**src/rtl/daisy_spi_pkg.sv**
```systemverilog
package daisy_spi_pkg;
  // Serial frame layout (MSB first on the wire)
  localparam int BYTE_W    = 8;
  localparam int BCAST_POS = 7;   // first bit on the wire
  localparam int RD_POS    = 6;   // second bit on the wire

  typedef struct packed {
    logic bcast;
    logic rd;
  } ctrl_t;
endpackage

```
**src/rtl/dspi_sync_edge.sv**
```systemverilog
module dspi_sync_edge #(
  parameter int STAGES = 2
) (
  input  logic clk,
  input  logic rst,
  input  logic sclk_i,
  input  logic cs_n_i,
  input  logic sdi_i,
  output logic sclk_rise,
  output logic sclk_fall,
  output logic cs_act,
  output logic cs_start,
  output logic cs_end,
  output logic sdi_s
);
  // bit 2: sclk, bit 1: cs_n, bit 0: sdi
  logic [2:0] pipe [STAGES];
  logic       sclk_q;
  logic       act_q;

  for (genvar g = 0; g < STAGES; g++) begin : g_stage
    if (g == 0) begin : g_first
      always_ff @(posedge clk) begin
        if (rst) pipe[g] <= 3'b010;
        else     pipe[g] <= {sclk_i, cs_n_i, sdi_i};
      end
    end else begin : g_next
      always_ff @(posedge clk) begin
        if (rst) pipe[g] <= 3'b010;
        else     pipe[g] <= pipe[g-1];
      end
    end
  end

  always_ff @(posedge clk) begin
    if (rst) begin
      sclk_q <= 1'b0;
      act_q  <= 1'b0;
    end else begin
      sclk_q <= pipe[STAGES-1][2];
      act_q  <= ~pipe[STAGES-1][1];
    end
  end

  assign cs_act    = ~pipe[STAGES-1][1];
  assign sdi_s     = pipe[STAGES-1][0];
  assign sclk_rise = cs_act &  pipe[STAGES-1][2] & ~sclk_q;
  assign sclk_fall = cs_act & ~pipe[STAGES-1][2] &  sclk_q;
  assign cs_start  = cs_act & ~act_q;
  assign cs_end    = ~cs_act & act_q;
endmodule

```
**src/rtl/dspi_chain_fwd.sv**
```systemverilog
module dspi_chain_fwd #(
  parameter int CTRL_W = 8,
  parameter int ID_W   = 4,
  parameter int CNT_W  = 6
) (
  input  logic             clk,
  input  logic             rst,
  input  logic             frame_start,
  input  logic             frame_end,
  input  logic             bit_rise,
  input  logic [CNT_W-1:0] bit_idx,
  input  logic             bit_val,
  output logic             fwd_mask,
  output logic             id_zero
);
  localparam int ID_FIRST = CTRL_W - ID_W;
  localparam int ID_LAST  = CTRL_W - 1;

  logic borrow;
  logic borrow_nxt;
  logic in_id;

  assign in_id      = (int'(bit_idx) >= ID_FIRST) && (int'(bit_idx) <= ID_LAST);
  assign borrow_nxt = borrow & ~bit_val;

  always_ff @(posedge clk) begin
    if (rst || frame_start || frame_end) begin
      borrow   <= 1'b1;
      fwd_mask <= 1'b0;
      id_zero  <= 1'b0;
    end else if (bit_rise) begin
      if (int'(bit_idx) == ID_FIRST - 1) begin
        fwd_mask <= borrow;
      end
      if (in_id) begin
        borrow   <= borrow_nxt;
        fwd_mask <= (int'(bit_idx) == ID_LAST) ? 1'b0 : borrow_nxt;
        if (int'(bit_idx) == ID_LAST) id_zero <= borrow_nxt;
      end
    end
  end
endmodule

```
**src/rtl/dspi_regfile.sv**
```systemverilog
module dspi_regfile #(
  parameter int ADDR_W = 6,
  parameter int DATA_W = 8
) (
  input  logic              clk,
  input  logic              we,
  input  logic [ADDR_W-1:0] waddr,
  input  logic [DATA_W-1:0] wdata,
  input  logic              re,
  input  logic [ADDR_W-1:0] raddr,
  output logic [DATA_W-1:0] rdata
);
  localparam int DEPTH = 1 << ADDR_W;

  logic [DATA_W-1:0] mem [DEPTH];

  always_ff @(posedge clk) begin
    if (we) mem[waddr] <= wdata;
    if (re) rdata <= mem[raddr];
  end
endmodule

```
**src/rtl/daisy_spi_regs.sv**
```systemverilog
module daisy_spi_regs
  import daisy_spi_pkg::*;
#(
  parameter int ADDR_W      = 6,
  parameter int DATA_W      = 8,
  parameter int ID_W        = 4,
  parameter int SYNC_STAGES = 2
) (
  input  logic clk,
  input  logic rst,
  input  logic spi_sclk,
  input  logic spi_cs_n,
  input  logic spi_sdi,
  output logic spi_sdo,
  output logic spi_sdo_oe,
  output logic spi_sdi_thru
);
  localparam int CTRL_END = BYTE_W;
  localparam int ADDR_END = 2 * BYTE_W;
  localparam int DATA_END = ADDR_END + DATA_W;
  localparam int RD_END   = ADDR_END + 2 * DATA_W;
  localparam int CNT_W    = $clog2(RD_END + 1);
  localparam int BSEL_W   = $clog2(DATA_W);
  localparam int SH_W     = (DATA_W > BYTE_W) ? DATA_W : BYTE_W;

  logic              sclk_rise, sclk_fall, cs_act, cs_start, cs_end, sdi_s;
  logic [CNT_W-1:0]  bit_cnt;
  logic [SH_W-1:0]   shreg;
  logic [SH_W-1:0]   byte_now;
  ctrl_t             ctrl_q;
  logic              ctrl_rd, ctrl_bcast;
  logic              fwd_mask, id_zero;
  logic              rd_active;
  logic              wr_en, rd_req;
  logic [ADDR_W-1:0] addr_q;
  logic [DATA_W-1:0] rdata;
  logic [CNT_W-1:0]  rel_cnt;
  logic [BSEL_W-1:0] bit_sel;

  dspi_sync_edge #(.STAGES(SYNC_STAGES)) u_sync (
    .clk      (clk),
    .rst      (rst),
    .sclk_i   (spi_sclk),
    .cs_n_i   (spi_cs_n),
    .sdi_i    (spi_sdi),
    .sclk_rise(sclk_rise),
    .sclk_fall(sclk_fall),
    .cs_act   (cs_act),
    .cs_start (cs_start),
    .cs_end   (cs_end),
    .sdi_s    (sdi_s)
  );

  dspi_chain_fwd #(.CTRL_W(CTRL_END), .ID_W(ID_W), .CNT_W(CNT_W)) u_fwd (
    .clk        (clk),
    .rst        (rst),
    .frame_start(cs_start),
    .frame_end  (cs_end),
    .bit_rise   (sclk_rise),
    .bit_idx    (bit_cnt),
    .bit_val    (sdi_s),
    .fwd_mask   (fwd_mask),
    .id_zero    (id_zero)
  );

  // Zero-latency forwarding: the mask is held in a register and is
  // non-zero only on channel number bits that receive a borrow.
  assign spi_sdi_thru = spi_sdi ^ fwd_mask;

  assign byte_now   = {shreg[SH_W-2:0], sdi_s};
  assign ctrl_rd    = ctrl_q.rd;
  assign ctrl_bcast = ctrl_q.bcast;

  assign rd_req = sclk_rise && (int'(bit_cnt) == ADDR_END - 1) &&
                  ctrl_rd && !ctrl_bcast && id_zero;
  assign wr_en  = sclk_rise && (int'(bit_cnt) == DATA_END - 1) &&
                  !ctrl_rd && (ctrl_bcast || id_zero);

  dspi_regfile #(.ADDR_W(ADDR_W), .DATA_W(DATA_W)) u_regs (
    .clk  (clk),
    .we   (wr_en),
    .waddr(addr_q),
    .wdata(byte_now[DATA_W-1:0]),
    .re   (rd_req),
    .raddr(byte_now[ADDR_W-1:0]),
    .rdata(rdata)
  );

  assign rel_cnt = bit_cnt - CNT_W'(ADDR_END);
  assign bit_sel = BSEL_W'(DATA_W - 1) - rel_cnt[BSEL_W-1:0];

  // Frame tracking
  always_ff @(posedge clk) begin
    if (rst || cs_end || cs_start) begin
      bit_cnt <= '0;
      shreg   <= '0;
      ctrl_q  <= '0;
      addr_q  <= '0;
    end else if (sclk_rise) begin
      shreg <= byte_now;
      if (int'(bit_cnt) != RD_END) bit_cnt <= bit_cnt + 1'b1;
      if (int'(bit_cnt) == CTRL_END - 1) begin
        ctrl_q.bcast <= byte_now[BCAST_POS];
        ctrl_q.rd    <= byte_now[RD_POS];
      end
      if (int'(bit_cnt) == ADDR_END - 1) addr_q <= byte_now[ADDR_W-1:0];
    end
  end

  // Read data output, changed on falling serial clock edges
  always_ff @(posedge clk) begin
    if (rst || cs_end) begin
      rd_active  <= 1'b0;
      spi_sdo_oe <= 1'b0;
      spi_sdo    <= 1'b1;
    end else begin
      if (rd_req) rd_active <= 1'b1;
      if (sclk_rise && rd_active && (int'(bit_cnt) == RD_END - 1)) begin
        rd_active  <= 1'b0;
        spi_sdo_oe <= 1'b0;
      end else if (sclk_fall && rd_active &&
                   (int'(bit_cnt) >= ADDR_END) && (int'(bit_cnt) < RD_END)) begin
        spi_sdo    <= rdata[bit_sel];
        spi_sdo_oe <= 1'b1;
      end
    end
  end
endmodule

```
**config.mk**
```make
export PLATFORM = sky130hd
export DESIGN_NAME = daisy_spi_regs
export DESIGN_NICKNAME = d
export VERILOG_FILES = /design/src/rtl/daisy_spi_pkg.sv /design/src/rtl/dspi_sync_edge.sv /design/src/rtl/dspi_chain_fwd.sv /design/src/rtl/dspi_regfile.sv /design/src/rtl/daisy_spi_regs.sv
export SDC_FILE = /design/constraint.sdc
export NUM_CORES = 1
export LEC_CHECK = 0
export BUFFER_PORTS_ARGS = -buffer_cell sky130_fd_sc_hd__buf_2
export CORE_MARGIN = 2
export CORE_UTILIZATION = 57
export DETAILED_ROUTE_END_ITERATION = 8
export GPL_ROUTABILITY_DRIVEN = 0
export MAX_ROUTING_LAYER = met4
export PLACE_DENSITY = 0.76
export SYNTH_ARGS = -nofsm -noshare
export SYNTH_HDL_FRONTEND = slang
export SYNTH_SLANG_ARGS = --single-unit
```
**constraint.sdc**
```tcl
create_clock -name clk -period 3.3 [get_ports clk]
set_input_delay 0.33 -clock clk [delete_from_list [all_inputs] [get_ports clk]]
set_output_delay 0.33 -clock clk [all_outputs]
set_load 0.02 [all_outputs]
```
==> summary.md, run 1 <==
| Metric | Value |
|---|---|
| PortBufs | 7 |
| Most common flop cell mapped by yosys | edfxtp_1 |
| Final Util | between 60% and 70% |
| Mapped cell area | around 22,000 um2 |
| Num CTS Buffers | 53 |
| Worst Hold Class | primary input to register |
| PwrDens | 556 nW/um2 |
| Die H | 198 um |
| Detailed placement HPWL | roughly 28 mm |
| WS Path Type | register to register |
| Crit-path cells | buf_12, mux4_2, nor3_1, a211o_1, a221oi_1, buf_4, a221o_1 |
| DR vias | 11,031 |
| Synthesis-to-layout area growth | 14.5% |
| Post-synth top area share | slightly above 70% |
| Vias per inst | around 6.3 |
| Clock power frac | 43.7% |
| RSZ-0062 raised after global routing | false |
| Clock Pin Slew Worst Setup and Hold Paths | about 0.060 ns |
| Pre-Repair DR Iteration Count | 5 |
| Logic pwr share | less than 1% |
| Clock tree buffer depth | 3 |
| Num ports | 8 |
| WP data arrival | 3.18 ns |
| Sink Count | ~560 |
| Sequential fraction of the synthesis area | about 76% |
| Final net count | roughly 1,200 |
| YS warnings | 0 |
| Antenna diode count | 0 |
| Count of flip-flops with a built-in enable after synthesis | 520 |
| Layout cells sized above 1 | 27.2% |
| Leakage power | roughly 7.7 nW |
| Initial antenna violation count | 0 |
| CTS tree | done |
| Critical Path Sink Type | register |
| Setup violators final | 0 |
| Top Family by Delay on Critical Path | flip-flops |
| Initial detailed-routing violation count | 1,196 |
| Postcts setup bufs | 0 |
| Switching portion of total power | 18.3% |
| CTS Hold Bufs | 3 |
| Chip width | roughly 200 um |
| Total GRT Usage | between 20% and 30% |
| Seq cells post-synth | roughly 560 |
| Post-synth ARST share | 0% |
| Slowest stage delay, CP | 0.70 ns |
| Count of cell types in the netlist | between 50 and 60 |
| P_sw | around 2.5 mW |
| WP buf/inv | 2 |
| Post-CTS sizing | 0 |
| Total grt overflow | 0 |
| Area contributors post-synth | edfxtp_1 72%, mux4_2 13%, dfxtp_1 3.3% |
| Post-synthesis net count | 1,082 |
| Placement Rows | ~70 |
| Setup Skew | around 0.018 ns |
| Syn_area_per_cell | about 20 um2 |
| Pins Over Slew Limit | 0 |
| Max VDD drop | approximately 0.35 mV |
| Final worst path period need | ~2.9 ns |
| DRC Markers | 0 |
| Post-synth top cells | 520 x edfxtp_1, 126 x mux4_2, 92 x nor2_1, 46 x nand2_1, 35 x dfxtp_1 |
| Fmax | ~350 MHz |
| Pin count of the biggest net entering global routing | 70 |
| Slowest CP cell | dfxtp_4 |
| Slew @ Worst Pin | 1.06 ns |
| CP Max Fanout | 31 |
| Seq pwr share | between 50% and 60% |
| Routed length per placed instance | ~26 um |
| Vias in the first global route | roughly 11,000 |
| Setup TNS | 0 ns |
| Int Power | about 11 mW |
| Max_cap viols | 0 |
| Die area | slightly below 40,000 um2 |
| Worst EP required | around 3.6 ns |
| Top-count cell post-synth | edfxtp_1 |
| Max H-tree Level | 2 |
| Antenna Nets Post-Route | 0 |
| Initial Utilization | around 58% |
| Root buf cell | clkbuf_16 |
| Worst Setup Start Kind | register |
| First-pass GRT wire length | a little under 70 mm |
| Drt total wl | roughly 45 mm |
| Slew HR | 29.1% |
| Core ar. | 37,400 um2 |
| Status | finished clean |
| Fin crit share | 86.5% |
| Worst-skew pair later-pin latency | slightly below 0.6 ns |
| Synth Instances | 1,074 |
| Hold Vio Cnt, Final | 0 |
| Area leader, netlist | edfxtp_1 |
[power by group through the flow]
stage               clock, mW  combinational [mW]  sequential [mW]
finish                   6.00               0.116             7.60
global route             6.34               0.126             7.59
CTS                      6.09               0.118             7.60
detailed placement          0               0.115             7.75
global placement            0               0.113             7.75
floorplan                   0              0.0915             7.75
[area by class of cell]
class | count | area, um2
Multi-Input combinational cell | 456 | 4860
Clock buffer | 74 | 1500
Tap cell | 511 | 639
Fill cell | 2345 | 12700
Clock inverter | 24 | 240
Sequential cell | 555 | 16300
Timing Repair Buffer | 125 | 1070
Inverter | 6 | 22.5
[worst register-to-register path, stage by stage, from the launching register on]
cell      delay (ns)
dfxtp_4         0.70
buf_12          0.30
mux4_2          0.55
nor3_1          0.42
a211o_1         0.17
a221oi_1        0.05
buf_4           0.17
a221o_1         0.26
[sequential cells by signal (all words and copies together), names as in the netlist]
| name | count |
|---|---|
| addr_q | 6 |
| bit_cnt | 6 |
| ctrl_bcast | 1 |
| ctrl_rd | 1 |
| rd_active | 1 |
| shreg | 7 |
| spi_sdo | 1 |
| spi_sdo_oe | 1 |
| u_fwd.borrow | 1 |
| u_fwd.fwd_mask | 1 |
| u_fwd.id_zero | 1 |
| u_regs.mem | 512 |
| u_regs.rdata | 8 |
| u_sync.act_q | 1 |
| u_sync.pipe | 6 |
| u_sync.sclk_q | 1 |
[final timing paths]
| path | from | end | slack [ns] | cells past startpoint |
|---|---|---|---|---|
| max | u_sync.pipe[1][0] | u_regs.rdata[7] | 0.45 | 7 |
| min | rst | u_sync.act_q | 0.03 | 2 |
| max reg2reg | u_sync.pipe[1][0] | u_regs.rdata[7] | 0.45 | 7 |
| min reg2reg | u_sync.pipe[0][1] | u_sync.pipe[1][1] | 0.40 | 1 |
[per-layer routing]
| metal | track usage [%] | share of wire, % |
|---|---|---|
| met4 | 7.74 | 2.5 |
| met1 | 35.7 | 41 |
| met2 | 36.6 | 48 |
| met5 | - | 0 |
| met3 | 3.81 | 8.4 |
[metrics by stage]
| stage | worst slack, ns | cells | instance area (um2) | hold WS (ns) | power [mW] |
|---|---|---|---|---|---|
| final | 0.447 | 1751 | 24700 | 0.0325 | 13.7 |
| after global routing | 0.318 | 1751 | 24700 | 0.0448 | 14.1 |
| after CTS | 0.441 | 1751 | 24700 | 0.0168 | 13.8 |
| after detailed placement | 0.466 | 1650 | 22900 | 0.404 | 7.86 |
| after global placement | 0.476 | 1650 | 22900 | 0.407 | 7.86 |
| after floorplan | 0.258 | 1074 | 21500 | 0.389 | 7.84 |
[cells in the final DEF, fill, tap and decap left out, types with 4 or more instances in the layout]
master / n
a211oi_1: 10
a21oi_1: 13
a221o_1: 7
a22oi_1: 32
and2_1: 7
buf_12: 11
buf_2: 7
buf_4: 104
bufinv_16: 5
clkbuf_1: 16
clkbuf_16: 57
clkinv_1: 11
clkinv_2: 6
dfxtp_1: 27
dfxtp_2: 5
edfxtp_1: 520
inv_1: 5
mux2i_1: 13
mux4_1: 4
mux4_2: 126
nand2_1: 46
nand2b_1: 4
nand3_1: 8
nand3b_1: 5
nor2_1: 92
nor2b_1: 20
nor4_1: 5
o21ai_0: 4
o221ai_1: 6
o22ai_1: 10
xor2_1: 5
[cell families (layout without fill, tap and decap cells)]
family	count (synthesis)	after routing	share of synthesized area, %
DFF	555	555	75.7
adders and majority gates	3	3	0.174
AOI/OAI and AO/OA	94	94	3.14
muxes	143	143	14.3
buffers and inverters	63	229	1.68
and+or+nand+nor	209	209	4.72
xor gates and xnor gates	7	7	0.285
Power figures use the tool's default switching activity.
==> run 2, diff against run 1 <==
==> constraint.sdc (replaced) <==
create_clock -name clk -period 2.5 [get_ports clk]
set_input_delay 0.25 -clock clk [delete_from_list [all_inputs] [get_ports clk]]
set_output_delay 0.25 -clock clk [all_outputs]
set_load 0.02 [all_outputs]
==> run 2 against run 1 <==
Clock skew up 0.0053 ns; via count increased by 1.5%; hold slack better by 0.39 ns; global-route usage is 0.48 points higher; register-to-register slack got worse by 0.38 ns; highest routed layer unchanged; fmax is 17% higher.
==> summary.md, run 2 (synthesized netlist as in run 1, its figures left out) <==
| Metric | Value |
|---|---|
| Status | finished clean |
| RSZ-0062 raised after global routing | true |
| Total grt overflow | 0 |
| CP Max Fanout | 21 |
| Antenna Nets Post-Route | 0 |
| Commonest non-fill, non-tap cell in the layout | edfxtp_1 |
| Largest register FFs | between 500 and 600 |
| Wire length on met2 | around 22 mm |
| First-pass GRT wire length | 69.7 mm |
| Register area | between 15,000 and 20,000 um2 |
| Worst EP required | 2.83 ns |
| Crit-path cells | buf_16, buf_12, mux4_2, a22oi_1, nand2_1, a221o_1 |
| Initial Utilization | between 50% and 60% |
| Antenna diode count | 0 |
| Num ports | 8 |
| Area of the multi-input gates | roughly 5000 um2 |
| Met1 WL | 19.1 mm |
| Layout cells sized above 1 | 30.0% |
| Core ar. | 37,400 um2 |
| Root buf cell | clkbuf_16 |
| Biggest regs | u_regs.mem (512), u_regs.rdata (8), shreg (7) |
| Total GRT Usage | between 20 and 30% |
| CTS tree | done |
| Drt total wl | 45.8 mm |
| Routed length per placed instance | approximately 26 um |
| Initial antenna violation count | 0 |
| Worst Setup Start Kind | register |
| Max VDD drop | 0.496 mV |
| Overall power | 17.8 mW |
| Sink Count | around 560 |
| Most flops, register | u_regs.mem |
| Detailed placement HPWL | about 29 mm |
| Worst-skew pair later-pin latency | between 0.5 and 0.6 ns |
| Worst Hold Class | primary input to register |
| Pre-Repair DR Iteration Count | 7 |
| Max Used Layer | met4 |
| PortBufs | 7 |
| Setup violators final | 0 |
| Fin crit share | between 90% and 100% |
| Hold Vio Cnt, Final | 0 |
| WP data arrival | roughly 2.8 ns |
| WS Path Type | register to register |
| Slew HR | around 29% |
| Setup Skew | 0.0232 ns |
| Die area | about 39,000 um2 |
| Leakage power | a little under 8 nW |
| WP buf/inv | 2 |
| Die H | between 150 and 200 um |
| Top Family by Delay on Critical Path | compound AO/OA/AOI/OAI gates |
| FILL cells | about 2,300 |
| Final net count | 1,242 |
| Vias per inst | about 6.3 |
| DRC Markers | 0 |
| Max_cap viols | 0 |
| Placed cells | approximately 1,700 |
| Slowest CP cell | mux4_2 |
| Synthesis-to-layout area growth | 16.1% |
| Max H-tree Level | 2 |
| Met3 routed WL | ~3.6 mm |
| PwrDens | 713 nW/um2 |
| Fmax | between 400 and 500 MHz |
| Slew @ Worst Pin | 1.07 ns |
| Initial detailed-routing violation count | between 1,500 and 2,000 |
| Clock Pin Slew Worst Setup and Hold Paths | about 0.070 ns |
| Num CTS Buffers | 52 |
| Postcts setup bufs | 0 |
| Most frequent cells in the layout | 520 x edfxtp_1, 133 x buf_4, 126 x mux4_2 |
| Clock tree buffer depth | 3 |
| Layout Cells excl Fill | around 1,800 |
| DR vias | 11,195 |
| Critical Path Sink Type | register |
| Chip width | ~200 um |
| Vias in the first global route | 11,079 |
| Pin count of the biggest net entering global routing | between 80 and 90 |
| Pins Over Slew Limit | 0 |
| Final worst path period need | about 2.4 ns |
| Slowest stage delay, CP | about 0.54 ns |
| Placement Rows | just over 70 |
[run 2: through the flow]
stage          setup TNS (ns)  hold WS [ns]  cell area (um2)  worst slack [ns]  utilization (%)
2_1_floorplan               0         0.354            21600            0.0346                -
4_1_cts                     0         0.395            24900            0.0136             66.7
3_3_place_gp                0         0.404            23200            0.0618             62.1
5_1_grt               -0.0106         0.451            25000          -0.00573             66.9
6_report                    0         0.422            25000            0.0668             66.9
3_5_place_dp         -0.00791         0.405            23200          -0.00791             62.1
[run 2: layout make-up]
class / instances / share of cell area (%)
Timing Repair Buffer: 163 / 5.74
Multi-Input combinational cell: 456 / 19.7
Sequential cell: 555 / 65.3
Tap cell: 511 / 2.56
Clock buffer: 69 / 5.58
Inverter: 6 / 0.0900
Clock inverter: 26 / 1.06
[run 2: where the power goes]
group	leakage [nW]	switching, mW	internal, mW	total, mW
Clock	0.802	3.27	4.35	7.62
Sequential	5.06	0.00512	10.0	10.0
Combinational	1.97	0.0921	0.0932	0.185
Total	7.84	3.36	14.5	17.8
[run 2: final timing paths]
check	from	endpoint	slack [ns]	cells past startpoint
worst max register to register	u_sync.pipe[1][0]	u_regs.rdata[3]	0.07	6
worst min register to register	u_sync.pipe[0][1]	u_sync.pipe[1][1]	0.42	1
worst min-delay path	spi_cs_n	u_sync.pipe[0][1]	0.42	3
worst max-delay path	u_sync.pipe[1][0]	u_regs.rdata[3]	0.07	6
[run 2: repair_timing]
| action | in CTS | in global routing |
|---|---|---|
| hold endpoints to repair | 6 | 0 |
| resized for setup | 1 | 13 |
| hold buffers | 6 | 0 |
| setup endpoints to repair | 2 | 7 |
[run 2: per-layer routing]
metal | global-route usage (%) | up-vias
li1 | - | 4716
met3 | 3.68 | 98
met2 | 37.2 | 579
met5 | - | -
met4 | 7.69 | 0
met1 | 36.8 | 5802
[run 2: worst min-delay path, stage by stage]
cell and delay [ns]:
dlygate4sd3_1 0.53, buf_2 0.10, or2_2 0.08
==> run 3, diff against run 2 <==
--- a/config.mk
+++ b/config.mk
@@ -6,7 +6,7 @@
 export NUM_CORES = 1
 export LEC_CHECK = 0
 export BUFFER_PORTS_ARGS = -buffer_cell sky130_fd_sc_hd__buf_2
-export CORE_MARGIN = 2
+export CORE_MARGIN = 10
 export CORE_UTILIZATION = 57
 export DETAILED_ROUTE_END_ITERATION = 8
 export GPL_ROUTABILITY_DRIVEN = 0
==> run 3 against run 2 <==
Utilization shrank 0.26 points; critical path depth is the same; global-route usage shrank 4.2 points; via count grew 0.44%; clock skew grew 0.00060 ns; highest routed layer unchanged.
==> summary.md, run 3 (synthesized netlist as in run 1, its figures left out) <==
| Metric | Value |
|---|---|
| Biggest regs | u_regs.mem (512), u_regs.rdata (8), shreg (7) |
| DRC Markers | 0 |
| Placed cells | around 1,700 |
| Max VDD drop | around 0.42 mV |
| CTS tree | done |
| Vias per inst | around 6.3 |
| PwrDens | 714 nW/um2 |
| Initial detailed-routing violation count | ~1,600 |
| Clock tree buffer depth | 3 |
| Worst-skew pair later-pin latency | 0.58 ns |
| Antenna diode count | 0 |
| Initial antenna violation count | 0 |
| R2R cell count | 6 |
| Pin count of the biggest net entering global routing | 57 |
| CP Max Fanout | 33 |
| Max H-tree Level | 2 |
| Die H | approximately 210 um |
| Largest register FFs | slightly above 500 |
| Setup violators final | 0 |
| Slew HR | between 30% and 40% |
| Final Worst Setup Slack | about 0.091 ns |
| Slowest stage delay, CP | 0.54 ns |
| Chip width | roughly 210 um |
| Max_cap viols | 0 |
| Drt total wl | around 47 mm |
| Fmax | around 420 MHz |
| Hold path depth | 3 |
| Vias in the first global route | 11,379 |
| WS Path Type | register to register |
| Hold Vio Cnt, Final | 0 |
| Sink Count | 555 |
| Overall power | about 18 mW |
| WP data arrival | roughly 2.7 ns |
| Final worst path period need | 2.41 ns |
| Initial Utilization | 57.5% |
| Pins Over Slew Limit | 0 |
| Synthesis-to-layout area growth | 15.9% |
| PortBufs | 7 |
| Layout cells sized above 1 | between 20% and 30% |
| Setup Skew | roughly 0.024 ns |
| Clock Pin Slew Worst Setup and Hold Paths | ~0.060 ns |
| Root buf cell | clkbuf_16 |
| Worst Hold Class | primary input to register |
| Worst Setup Start Kind | register |
| Place WS | -0.162 ns |
| Worst EP required | 2.83 ns |
| Placement Rows | between 70 and 80 |
| Commonest non-fill, non-tap cell in the layout | edfxtp_1 |
| Layout Cells excl Fill | ~1,800 |
| Die area | 46,000 um2 |
| Slew @ Worst Pin | 0.900 ns |
| First-pass GRT wire length | just over 70 mm |
| Detailed placement HPWL | between 20 and 30 mm |
| Num ports | 8 |
| Total GRT Usage | about a fifth |
| Total grt overflow | 0 |
| Crit-path cells | buf_4, buf_12, mux4_2, mux2i_1, a221oi_1, a221o_1 |
| Worst hold slack | 0.422 ns |
| Leakage power | about 8 nW |
| Num CTS Buffers | between 50 and 60 |
| Most frequent cells in the layout | 520 x edfxtp_1, 141 x buf_4, 126 x mux4_2 |
| Status | finished clean |
| Routed length per placed instance | 26.1 um |
| Final net count | between 1,000 and 1,500 |
| Fin crit share | 96.4% |
| Pre-Repair DR Iteration Count | 6 |
| Slowest CP cell | mux4_2 |
| Critical Path Sink Type | register |
| Most flops, register | u_regs.mem |
| Core ar. | roughly 37,000 um2 |
| DR vias | between 10,000 and 15,000 |
| Antenna Nets Post-Route | 0 |
## run 3: cell count changes in the layout (fill, tap and decap cells not counted), moves of 2 or more
cell	delta
a22oi_1	+9
clkinv_8	-3
clkbuf_1	-6
buf_12	-2
clkbuf_8	-3
a22oi_2	-9
buf_4	+8
clkinv_1	+11
## run 3: layer usage
metal  track usage (%)  wire length (um)
met3              4.75              4680
met5                 -                 0
met2              30.6             22200
met4              7.04              1350
met1              28.6             18500
## run 3: path summary, 6_finish.rpt
kind,endpoint,startpoint,slack (ns)
setup / recovery,u_regs.rdata[7],u_sync.pipe[1][0],0.09
hold / removal,u_sync.pipe[0][1],spi_cs_n,0.42
setup reg to reg,u_regs.rdata[7],u_sync.pipe[1][0],0.09
hold reg to reg,u_sync.pipe[1][1],u_sync.pipe[0][1],0.43
## run 3: report_power, final
group,internal [mW],total [mW],leakage [nW],switching [mW]
Sequential,10.0,10.0,5.06,0.00421
Clock,4.37,7.62,0.794,3.24
Combinational,0.0918,0.181,1.99,0.0892
Total,14.5,17.8,7.85,3.34
## run 3: final cells by class
| class | instances | area (um2) |
|---|---|---|
| clock buffers | 61 | 1360 |
| clock inverters | 35 | 283 |
| fillers | 2390 | 12500 |
| inverters | 6 | 22.5 |
| multi-input cells | 456 | 4890 |
| flip-flops and latches | 555 | 16300 |
| well taps | 511 | 639 |
| repair buffers | 169 | 1440 |
## run 3: repair_timing
| action | in CTS | in global routing |
|---|---|---|
| hold endpoints to repair | 7 | 0 |
| setup endpoints to repair | 6 | 198 |
| pin swaps | 0 | 0 |
| hold buffers | 6 | 0 |
| resized for setup | 0 | 8 |
| setup buffers | 4 | 2 |
## run 3: stage by stage
stage	setup TNS, ns	utilization, %	instance area, um2
after floorplan	0	-	21600
after global placement	-0.0970	61.8	23200
after detailed placement	-0.296	61.8	23200
after CTS	0	66.5	24900
after global routing	-1.90	66.6	25000
final	0	66.6	25000
## run 3: worst max-delay path, delay by kind of cell (launching register included)
| family | cells | cell delay (ns) |
|---|---|---|
| muxes | 2 | 0.88 |
| AOI/OAI and AO/OA | 2 | 0.50 |
| DFF | 1 | 0.40 |
| buffers and inverters | 2 | 0.35 |
